<file path="config.mk">
export PLATFORM = sky130hd
export DESIGN_NAME = dma_irq_top
export DESIGN_NICKNAME = d
export VERILOG_FILES = /design/src/rtl/dma_irq_pkg.sv /design/src/rtl/dma_irq_ctrl.sv /design/src/rtl/dma_irq_datapath.sv /design/src/rtl/dma_irq_top.sv
export SDC_FILE = /design/constraint.sdc
export NUM_CORES = 1
export LEC_CHECK = 0
export ABC_AREA = 1
export CORE_MARGIN = 2
export CORE_UTILIZATION = 35
export DETAILED_ROUTE_END_ITERATION = 8
export DONT_BUFFER_PORTS = 1
export HOLD_SLACK_MARGIN = 0.12
export PLACE_DENSITY_LB_ADDON = 0.2
export SLEW_MARGIN = 20
export SYNTH_ARGS = -nofsm -noshare
export SYNTH_HDL_FRONTEND = slang
export SYNTH_SLANG_ARGS = --single-unit
</file>
<file path="constraint.sdc">
create_clock -name clk -period 1 [get_ports clk]
set_clock_uncertainty 0.05 [all_clocks]
set_input_delay 0.1 -clock clk [delete_from_list [all_inputs] [get_ports clk]]
set_output_delay 0.1 -clock clk [all_outputs]
set_load 0.05 [all_outputs]
</file>
<file path="src/rtl/dma_irq_pkg.sv">
package dma_irq_pkg;

  typedef enum logic [1:0] {
    ERR_NONE = 2'd0,
    ERR_XFER = 2'd1,
    ERR_DESC = 2'd2,
    ERR_TMO  = 2'd3
  } errKind_e;

  typedef struct packed {
    logic     errCapture;
    errKind_e errKind;
  } ctrlStrobe_t;

endpackage

</file>
<file path="src/rtl/dma_irq_ctrl.sv">
module dma_irq_ctrl
  import dma_irq_pkg::*;
#(
  parameter int NUM_CH = 4,
  parameter int CHAN_W = (NUM_CH > 1) ? $clog2(NUM_CH) : 1
) (
  input  logic              clk,
  input  logic              rstN,
  input  logic              globalIrqEn,
  input  logic              errIrqEn,
  input  logic [NUM_CH-1:0] chanMask,
  input  logic [NUM_CH-1:0] descDone,
  input  logic [NUM_CH-1:0] descIrqReq,
  input  logic [NUM_CH-1:0] xferErr,
  input  logic [NUM_CH-1:0] descErr,
  input  logic [NUM_CH-1:0] timeoutErr,
  input  logic [NUM_CH-1:0] wbEnable,
  input  logic [NUM_CH-1:0] wbDone,
  output logic [NUM_CH-1:0] setFlag,
  output logic [NUM_CH-1:0] wbErrBit,
  output logic [CHAN_W-1:0] errChanSel,
  output ctrlStrobe_t       strobe
);

  logic [NUM_CH-1:0] errAny;
  logic              errGate;

  assign errAny  = xferErr | descErr | timeoutErr;
  assign errGate = globalIrqEn & errIrqEn;

  for (genvar c = 0; c < NUM_CH; c++) begin : gChan
    logic pendCmp;
    logic pendErr;
    logic cmpOk;
    logic cmpGate;
    logic cmpFire;
    logic errFire;

    // a completion counts only when it carries a request and no error
    assign cmpOk   = descDone[c] & descIrqReq[c] & ~errAny[c];
    assign cmpGate = globalIrqEn & chanMask[c];

    always_ff @(posedge clk) begin
      if (!rstN) begin
        pendCmp <= 1'b0;
        pendErr <= 1'b0;
      end else begin
        if (wbDone[c]) begin
          pendCmp <= 1'b0;
          pendErr <= 1'b0;
        end
        if (wbEnable[c]) begin
          if (cmpOk)     pendCmp <= 1'b1;
          if (errAny[c]) pendErr <= 1'b1;
        end
      end
    end

    assign cmpFire    = (cmpOk & ~wbEnable[c]) | (wbDone[c] & pendCmp);
    assign errFire    = (errAny[c] & ~wbEnable[c]) | (wbDone[c] & pendErr);
    assign setFlag[c] = (cmpFire & cmpGate) | (errFire & errGate);
    assign wbErrBit[c] = pendErr;

    // a deferred event never sets its flag in its own cycle
    assert_wb_defer_R4: assert property (@(posedge clk) disable iff (!rstN)
      ((descDone[c] | errAny[c]) && wbEnable[c] && !wbDone[c]) |-> !setFlag[c]);

    // a deferred error marks the status error field on the next cycle
    assert_wb_errbit_R6: assert property (@(posedge clk) disable iff (!rstN)
      (errAny[c] && wbEnable[c]) |=> wbErrBit[c]);

    // an error in the same cycle suppresses a completion-only flag
    assert_err_wins_R11: assert property (@(posedge clk) disable iff (!rstN)
      (descDone[c] && errAny[c] && !errGate && !wbDone[c]) |-> !setFlag[c]);
  end

  // first-error selection: lowest channel, then transfer > descriptor > timeout
  always_comb begin
    logic found;
    found      = 1'b0;
    errChanSel = '0;
    strobe     = '{errCapture: 1'b0, errKind: ERR_NONE};
    for (int c = 0; c < NUM_CH; c++) begin
      if (!found && errAny[c]) begin
        found             = 1'b1;
        errChanSel        = CHAN_W'(c);
        strobe.errCapture = 1'b1;
        if (xferErr[c])      strobe.errKind = ERR_XFER;
        else if (descErr[c]) strobe.errKind = ERR_DESC;
        else                 strobe.errKind = ERR_TMO;
      end
    end
  end

  assert_gate_R1: assert property (@(posedge clk) disable iff (!rstN)
    !globalIrqEn |-> (setFlag == '0));

endmodule

</file>
<file path="src/rtl/dma_irq_datapath.sv">
module dma_irq_datapath
  import dma_irq_pkg::*;
#(
  parameter int NUM_CH = 4,
  parameter int CHAN_W = (NUM_CH > 1) ? $clog2(NUM_CH) : 1
) (
  input  logic              clk,
  input  logic              rstN,
  input  logic              globalIrqEn,
  input  logic [NUM_CH-1:0] setFlag,
  input  logic [NUM_CH-1:0] flagClr,
  input  logic              errClr,
  input  logic [CHAN_W-1:0] errChanSel,
  input  ctrlStrobe_t       strobe,
  output logic              irq,
  output logic [NUM_CH-1:0] irqFlags,
  output logic              errValid,
  output errKind_e          errKind,
  output logic [CHAN_W-1:0] errChan
);

  logic [NUM_CH-1:0] flagReg;

  // set has priority over a same-cycle clear
  always_ff @(posedge clk) begin
    if (!rstN) flagReg <= '0;
    else       flagReg <= (flagReg & ~flagClr) | setFlag;
  end

  always_ff @(posedge clk) begin
    if (!rstN) begin
      errValid <= 1'b0;
      errKind  <= ERR_NONE;
      errChan  <= '0;
    end else if (strobe.errCapture && (!errValid || errClr)) begin
      errValid <= 1'b1;
      errKind  <= strobe.errKind;
      errChan  <= errChanSel;
    end else if (errClr) begin
      errValid <= 1'b0;
      errKind  <= ERR_NONE;
      errChan  <= '0;
    end
  end

  assign irqFlags = flagReg;
  assign irq      = globalIrqEn & (|flagReg);

  assert_no_new_flag_R1: assert property (@(posedge clk) disable iff (!rstN)
    !globalIrqEn |=> ((irqFlags & ~$past(irqFlags)) == '0));

  assert_set_wins_R8: assert property (@(posedge clk) disable iff (!rstN)
    (setFlag != '0) |=> ((irqFlags & $past(setFlag)) == $past(setFlag)));

  assert_err_hold_R9: assert property (@(posedge clk) disable iff (!rstN)
    (errValid && !errClr) |=> (errValid && $stable(errKind) && $stable(errChan)));

  assert_err_kind_R9: assert property (@(posedge clk) disable iff (!rstN)
    errValid |-> (errKind != ERR_NONE));

endmodule

</file>
<file path="src/rtl/dma_irq_top.sv">
module dma_irq_top
  import dma_irq_pkg::*;
#(
  parameter int NUM_CH = 4,
  parameter int CHAN_W = (NUM_CH > 1) ? $clog2(NUM_CH) : 1
) (
  input  logic              clk,
  input  logic              rstN,
  input  logic              globalIrqEn,
  input  logic              errIrqEn,
  input  logic [NUM_CH-1:0] chanMask,
  input  logic [NUM_CH-1:0] descDone,
  input  logic [NUM_CH-1:0] descIrqReq,
  input  logic [NUM_CH-1:0] xferErr,
  input  logic [NUM_CH-1:0] descErr,
  input  logic [NUM_CH-1:0] timeoutErr,
  input  logic [NUM_CH-1:0] wbEnable,
  input  logic [NUM_CH-1:0] wbDone,
  input  logic [NUM_CH-1:0] flagClr,
  input  logic              errClr,
  output logic              irq,
  output logic [NUM_CH-1:0] irqFlags,
  output logic [NUM_CH-1:0] wbErrBit,
  output logic              errValid,
  output logic [1:0]        errKind,
  output logic [CHAN_W-1:0] errChan
);

  logic [NUM_CH-1:0] setFlag;
  logic [CHAN_W-1:0] errChanSel;
  ctrlStrobe_t       strobe;
  errKind_e          errKindReg;

  dma_irq_ctrl #(.NUM_CH(NUM_CH), .CHAN_W(CHAN_W)) uCtrl (
    .clk        (clk),
    .rstN       (rstN),
    .globalIrqEn(globalIrqEn),
    .errIrqEn   (errIrqEn),
    .chanMask   (chanMask),
    .descDone   (descDone),
    .descIrqReq (descIrqReq),
    .xferErr    (xferErr),
    .descErr    (descErr),
    .timeoutErr (timeoutErr),
    .wbEnable   (wbEnable),
    .wbDone     (wbDone),
    .setFlag    (setFlag),
    .wbErrBit   (wbErrBit),
    .errChanSel (errChanSel),
    .strobe     (strobe)
  );

  dma_irq_datapath #(.NUM_CH(NUM_CH), .CHAN_W(CHAN_W)) uData (
    .clk        (clk),
    .rstN       (rstN),
    .globalIrqEn(globalIrqEn),
    .setFlag    (setFlag),
    .flagClr    (flagClr),
    .errClr     (errClr),
    .errChanSel (errChanSel),
    .strobe     (strobe),
    .irq        (irq),
    .irqFlags   (irqFlags),
    .errValid   (errValid),
    .errKind    (errKindReg),
    .errChan    (errChan)
  );

  assign errKind = errKindReg;

endmodule

</file>
# Yosys cells after proc, flatten, opt, wreduce, memory -nomap -nowiden
# Cells that the tools add are included.
# totals
ff_bits	17
inputBits	41
# classes
reduce_logical	11
muxes	47
bitwise	63
# ops
op	count
AND 1 bit	38
2-to-1 mux 1 bit	34
2-to-1 mux 2 bit	9
2-to-1 mux 3 bit	4
bitwise OR 1 bit	12
bitwise OR 4 bit	3
inverter 1 bit	8
AND 4 bit	1
logical AND 1 bit	4
zero test 1 bit	4
inverter 4 bit	1
OR reduction 4 bit	1
nonzero test 2 bit	1
logical OR 1 bit	1

# Logic depth before layout (Yosys ltp)
# Gate-level depths: netlist of run 1.
# depth
word_depth	14
ltp_mapped	9
depth_no_buf	9

# Modules after synthesis
# A second synthesis of run 1 with hierarchy kept.
# unflattened
hier_cells	181
area_unflattened_um2	1057.3
# by_module_without_submodules
mod	cells_each	seq_area_each_um2	area_per_inst_um2	instances
dma_irq_ctrl	138	160.2	724.4	1
dma_irq_datapath	43	180.2	332.8	1

# Least setup slack after synthesis of run 1
# No wires, ideal clock.
# synth_path
path_type	register to output
from	register uData.flagReg[1], in the netlist uData.irqFlags[1]
to	output irq
arrival_ns	1.203
path_slack_ns	-0.353
path_buffers	0
t_required_ns	0.850
path_stages_with_launch	2
cell_sequence	dfxtp_1 > o41a_1
# synth_between
elab_chain_len	2
# synth_lines
element	line_no	source
start, declared	dma_irq_datapath.sv:22	logic [NUM_CH-1:0] flagReg;
start signal, assigned	dma_irq_datapath.sv:27	else flagReg <= (flagReg & ~flagClr) | setFlag;
OR reduction 4 bit	dma_irq_datapath.sv:47	assign irq = globalIrqEn & (|flagReg);
AND 1 bit	dma_irq_datapath.sv:47	
end, declared	dma_irq_top.sv:21	output logic irq,
# No other way between the ends.

# Worst setup path after layout of run 1
# Ends and elaborated chain as after synthesis.

==> impl_metrics.ini, run 1 <==
[routing]
wire_per_inst_um = 13.66
drc = 4
dr_total_vias = 1197
initialDrtViolationCount = 36
drt_first_pass_iters = 6
ant_nets = 0
viasPerCell = 5.051
wl_um = 3237

[critical_path]
critPathSlowestCell = o41a_4
critical_path_required_ns = 0.85
cp_slowest_stage_delay_ns = 0.58
crit_family = compound AO/OA/AOI/OAI gates
cp-start-kind = register
criticalPathCategory = register to output pin
crit_buf_inv = 0
crit_start = uData.irqFlags[1]
path_max_fanout = 2
crit_chain = o41a_4
r2r-start = uData.errValid
critical_path_arrival_ns = 1.20
cp-end-kind = output pin

[logic_synthesis]
syn_inst = 157
synth-edff-count = 0
synth_area_um2 = 1051
yosysSeqAreaShare_pct = 32.38
synth.avg_cell_area_um2 = 6.694
synthFlopType = dfxtp_1
syn-num-nets = 198
ys_seq_elements = 17
yosys_warnings = 0
async_reset_ff_share_pct = 0
ys_types = 22

[cts]
cts_inserted_buffers = 3
clock_sinks = 17
max-clock-path-buffers = 2
clk_pin_slew_ns = 0.10
clk_latency_ns = 0.28
cts_tree = yes
cts_htree_levels = 1
postCtsHoldBufs = 29
clockRootBuffer = clkbuf_4

[finish]
antennaDiodeCount = 0
area_delta_synth_final_pct = 60.48
design_area_um2 = 1687
final_cell_count_no_fill = 237
utilization_pct = 60.12
drive_gt1_share_pct = 31.55
nets = 248

[sta]
min_period_ns = 1.349
setup_viol = 2
slew_violations = 0
max_slew_margin_pct = 81.31
final_hold_viol_count = 2
setup_ws_ns = -0.3488
grt_setup_unrepaired = true
holdWs_ns = -0.03283
max_slew.worst_pin.slew_ns = 0.2794
fmax_mhz = 741.4
period_share_pct = 134.9

[status]
outcome = complete, but fails checks
failed_checks = design-rule violations, negative hold slack, negative setup slack

[die]
start_util_pct = 37.47
die_h_um = 58.80
design.core.area_um2 = 2805
row_count = 19
die_area_um2 = 3457
ios = 55
die_x_um = 58.80

[grt]
grtUsageTotal_pct = 18.81
grt_max_degree = 17
first_global_vias = 1270
grt_overflow = 0
antenna_found_initial = 0
grt_pass1_wl_um = 4961

[placed_design]
dp.cells = 202
post-place-ws_ns = -0.1030
placed_cell_area_um2 = 1244
hpwl_um = 2088
portBuffers = 0
routabilityCongestion = 0.7846

[power_and_ir_drop]
pwr_density_cell_nw_per_um2 = 960.3
peakVddDrop_v = 0.0005706
power_uw = 1620
power.leakage_uw = 0.0008097

[min_path]
hp-start = timeoutErr[2]
hold_class = input pin to register

[job]
max_cap_viol_count = 0
==> flip-flops by register name, indices dropped and copies added (netlist names) <==
register,cells
uCtrl.gChan.pendCmp,4
uCtrl.gChan.pendErr,4
uData.irqFlags,4
uData.errChan,2
uData.errKind,2
uData.errValid,1
==> layer usage <==
layer | track usage [%] | wire length [um] | vias up
met2 | 39.52 | 1788 | 36
met5 | 0 | 0 | -
met3 | 3.736 | 187 | 2
met4 | 5.844 | 21 | 0
met1 | 17.43 | 1240 | 551
li1 | - | - | 608
==> synthesized netlist by cell type, types with 2 or more instances <==
cell type	n	share of area (%)
nand3_1	11	5.2
inv_1	23	8.2
nand2_4	3	3.2
nor2_1	5	1.8
buf_4	4	2.9
nand2_1	47	17
dfxtp_1	17	32
a21oi_1	22	10
nor2_2	2	1.2
a21oi_2	2	1.7
nor3_4	2	3.1
o21ai_0	5	2.4
nand4_1	5	3.0
==> metrics by stage <==
stage	TNS, ns	hold WS (ns)
3_5_place_dp	-0.4741	0.1587
2_1_floorplan	-0.1747	0.1470
5_1_grt	-0.5143	-0.04461
6_report	-0.4093	-0.03283
4_1_cts	-0.7840	-0.06242
3_3_place_gp	-0.3877	0.1575
==> layout by cell type (no fill, tap or decap), drive strengths merged, types with 5 or more instances in the layout <==
cell type     netlist  final
nand2              50     50
inv                24     24
a21oi              24     24
dlygate4sd3         0     23
buf                 4     22
dfxtp              17     17
nand3              12     12
nor2                9      9
o21ai               6      6
nand4               5      5
dlymetal6s4s        0      5
==> cells by family (layout without fill, tap and decap cells) <==
kind of cell	count (synthesis)	after routing	share of synthesized area (%)
AOI/OAI and AO/OA	31	31	16.07
buffers and inverters	29	78	12.02
DFF	17	17	32.38
and+or+nand+nor	80	80	39.52
==> worst paths after layout <==
check | to | slack [ns] | cells past startpoint
worst min register to register | uData.errChan[1] | 0.43 | 2
worst min-delay path | uCtrl.gChan[2].pendCmp | -0.03 | 3
worst max-delay path | irq | -0.35 | 1
worst max register to register | uData.errChan[1] | 0.01 | 4
==> timing repair <==
| action | CTS | global route |
|---|---|---|
| gates resized for setup | 13 | 30 |
| endpoints found under the setup margin | 12 | 22 |
| setup buffers | 0 | 3 |
| pin swaps | 5 | 10 |
| endpoints found under the hold margin | 17 | 6 |
==> final cells by class <==
type                            count  area (um^2)
Clock buffer                        4        26.28
Multi-Input combinational cell    111        645.6
Sequential cell                    17        361.6
Tap cell                           31        38.79
Inverter                           24        95.09
Timing Repair Buffer               50        519.2
Fill cell                         284         1119
==> report_power, final <==
group | internal (uW) | switching [uW]
clock network | 155 | 216
logic | 224 | 287
registers | 711 | 26.6
Note: power is estimated with default switching activity, not from simulation.
==> run 2, diff against run 1 <==
--- a/config.mk
+++ b/config.mk
@@ -5,7 +5,8 @@
 export SDC_FILE = /design/constraint.sdc
 export NUM_CORES = 1
 export LEC_CHECK = 0
-export ABC_AREA = 1
+export ABC_AREA = 0
+export CAP_MARGIN = 15
 export CORE_MARGIN = 2
 export CORE_UTILIZATION = 35
 export DETAILED_ROUTE_END_ITERATION = 8
==> run 2 against run 1 <==
The flow still finishes with violations (design-rule violations, negative hold slack, negative setup slack); non-clock buffer count is the same; flip-flop and latch count is the same; critical path depth grew 4; sequential share of layout area grew 0.053 points.
==> impl_metrics.ini, run 2 <==
[status]
outcome = complete, but fails checks
failed_checks = design-rule violations, negative hold slack, negative setup slack

[job]
max_cap_viol_count = 0

[finish]
area_delta_synth_final_pct = 58.77
drive_gt1_share_pct = 32.18
final_cell_count_no_fill = 205
utilization_pct = 59.77
antennaDiodeCount = 0
regArea_um2 = 360.3
fill_cells = 243
final_common_cell = dlymetal6s4s_1
multi_input_area_um2 = 694.4
mostFrequentLayoutCells = dlymetal6s4s_1 (15), nand2_1 (14), dlygate4sd3_1 (14), buf_6 (11), dfxtp_2 (10)
nets = 216

[routing]
initialDrtViolationCount = 22
wl_um = 3123
drc = 5
ant_nets = 0
viasPerCell = 5.502
wire_per_inst_um = 15.23
drt_first_pass_iters = 6
dr_total_vias = 1128

[logic_synthesis]
synth_area_um2 = 1056
synth_top_area_share_pct = 32.23
async_reset_ff_share_pct = 0
synth_area_leaders = dfxtp_1 (32%), nand2_1 (5.3%), nor2b_1 (5.3%)
synth.avg_cell_area_um2 = 8.381
yosys_warnings = 0
ys_seq_elements = 17
yosysMostFrequentCell = dfxtp_1
synth_commonest_cells = dfxtp_1 (17), nand2_1 (15), nor2b_1 (9)
syn-num-nets = 167
ys_types = 31
yosysSeqAreaShare_pct = 32.23
synth.largest_area_cell = dfxtp_1
syn_inst = 126
synthFlopType = dfxtp_1
synth-edff-count = 0

[critical_path]
cp_slowest_stage_delay_ns = 0.58
reg2reg_depth = 3
critPathSlowestCell = dlygate4sd3_1
cp-start-kind = input pin
rrSetupSlack_ns = 0.02
crit_family = buffers and inverters
crit_buf_inv = 1
critical_path_arrival_ns = 1.53
critical_path_required_ns = 1.17
cp.depth = 5
crit_chain = dlygate4sd3_1 -> or3_4 -> o31ai_2 -> nand3_1 -> a21boi_1
path_max_fanout = 3
criticalPathCategory = input pin to register
cp-end-kind = register

[grt]
antenna_found_initial = 0
grt_pass1_wl_um = 4733
grt_overflow = 0
grt_max_degree = 17
grtUsageTotal_pct = 17.96
first_global_vias = 1075

[cts]
clk_pin_slew_ns = 0.11
cts_htree_levels = 1
cts_inserted_buffers = 3
clk_latency_ns = 0.29
clockRootBuffer = clkbuf_4
clock_sinks = 17
cts_tree = yes
max-clock-path-buffers = 2

[placed_design]
routabilityCongestion = 0.7892
dp.cells = 171
hpwl_um = 2154
portBuffers = 0
post-place-ws_ns = -0.1619

[die]
design.core.area_um2 = 2805
start_util_pct = 37.64
die_area_um2 = 3473
ios = 55
die_h_um = 58.93
row_count = 19
die_x_um = 58.93

[min_path]
hold_class = input pin to register
min_path_cells = 2

[sta]
holdWs_ns = -0.07586
setup_tns_ns = -1.247
period_share_pct = 136.2
grt_setup_unrepaired = true
max_slew_margin_pct = 64.46
min_period_ns = 1.362
fmax_mhz = 734.3
final_hold_viol_count = 1
setup_ws_ns = -0.3619
slew_violations = 0
max_slew.worst_pin.slew_ns = 0.5332
setup_viol = 5

[power_and_ir_drop]
peakVddDrop_v = 0.0004469
pwr_density_cell_nw_per_um2 = 957.0
power.leakage_uw = 0.0007350
run 2: cell count changes after synthesis, sizes merged, moves of 4 or more:
cell	before	now
or3	0	4
inv	24	4
nand2b	0	7
a32oi	0	4
nand3	12	5
o31ai	0	5
nand2	50	15
a21oi	24	6
nor2b	0	9
a21boi	0	9
run 2: timing repair:
action | in CTS | in global routing
setup buffers | 0 | 1
endpoints found under the hold margin | 17 | 9
endpoints found under the setup margin | 13 | 27
gates resized for setup | 15 | 26
hold buffers | 28 | 1
pin swaps | 1 | 12
run 2: cell type report:
type / instances / share of cell area (%)
multi-input combinational: 99 / 41.42
sequential: 17 / 21.49
inverter: 4 / 0.8955
timing repair buffer: 50 / 32.31
tap: 31 / 2.313
clock buffer: 4 / 1.567
run 2: path summary, 6_finish.rpt:
| kind | from | to |
|---|---|---|
| setup / recovery | xferErr[2] | uData.irqFlags[2] |
| hold / removal | xferErr[0] | uData.errKind[0] |
| setup reg to reg | uData.errValid | uData.errKind[1] |
| hold reg to reg | uData.errChan[0] | uData.errChan[0] |
run 2: cell families (layout without fill, tap and decap cells):
| group | after synthesis | after routing | share of synthesized area [%] |
|---|---|---|---|
| simple gates | 58 | 58 | 33.05 |
| compound gates | 41 | 41 | 29.39 |
| buf+inv | 10 | 58 | 5.331 |
| flops | 17 | 17 | 32.23 |
run 2: power breakdown:
group,internal [uW],switching (uW),total (uW),leakage [uW]
sequential,709,26.4,735,0.000144
clock,155,222,377,0.0000150
combinational,245,247,492,0.000576
total,1110,496,1600,0.000735
run 2: routing by layer:
layer	routed length [um]	part of all wire, %	up-vias	global-route usage (%)
li1	-	-	557	-
met1	1277	41	530	20.73
met2	1592	51	39	32.70
met3	235	7.5	2	4.396
met4	17	0.54	0	4.870
met5	0	0	-	0
run 2: stage by stage:
stage | power [uW] | hold WS (ns) | area (um^2)
2_1_floorplan | 1007 | 0.1931 | 1090
3_3_place_gp | 1064 | 0.1752 | 1237
3_5_place_dp | 1067 | 0.1764 | 1237
4_1_cts | 1594 | -0.07552 | 1598
5_1_grt | 1675 | -0.06492 | 1677
6_report | 1604 | -0.07586 | 1677
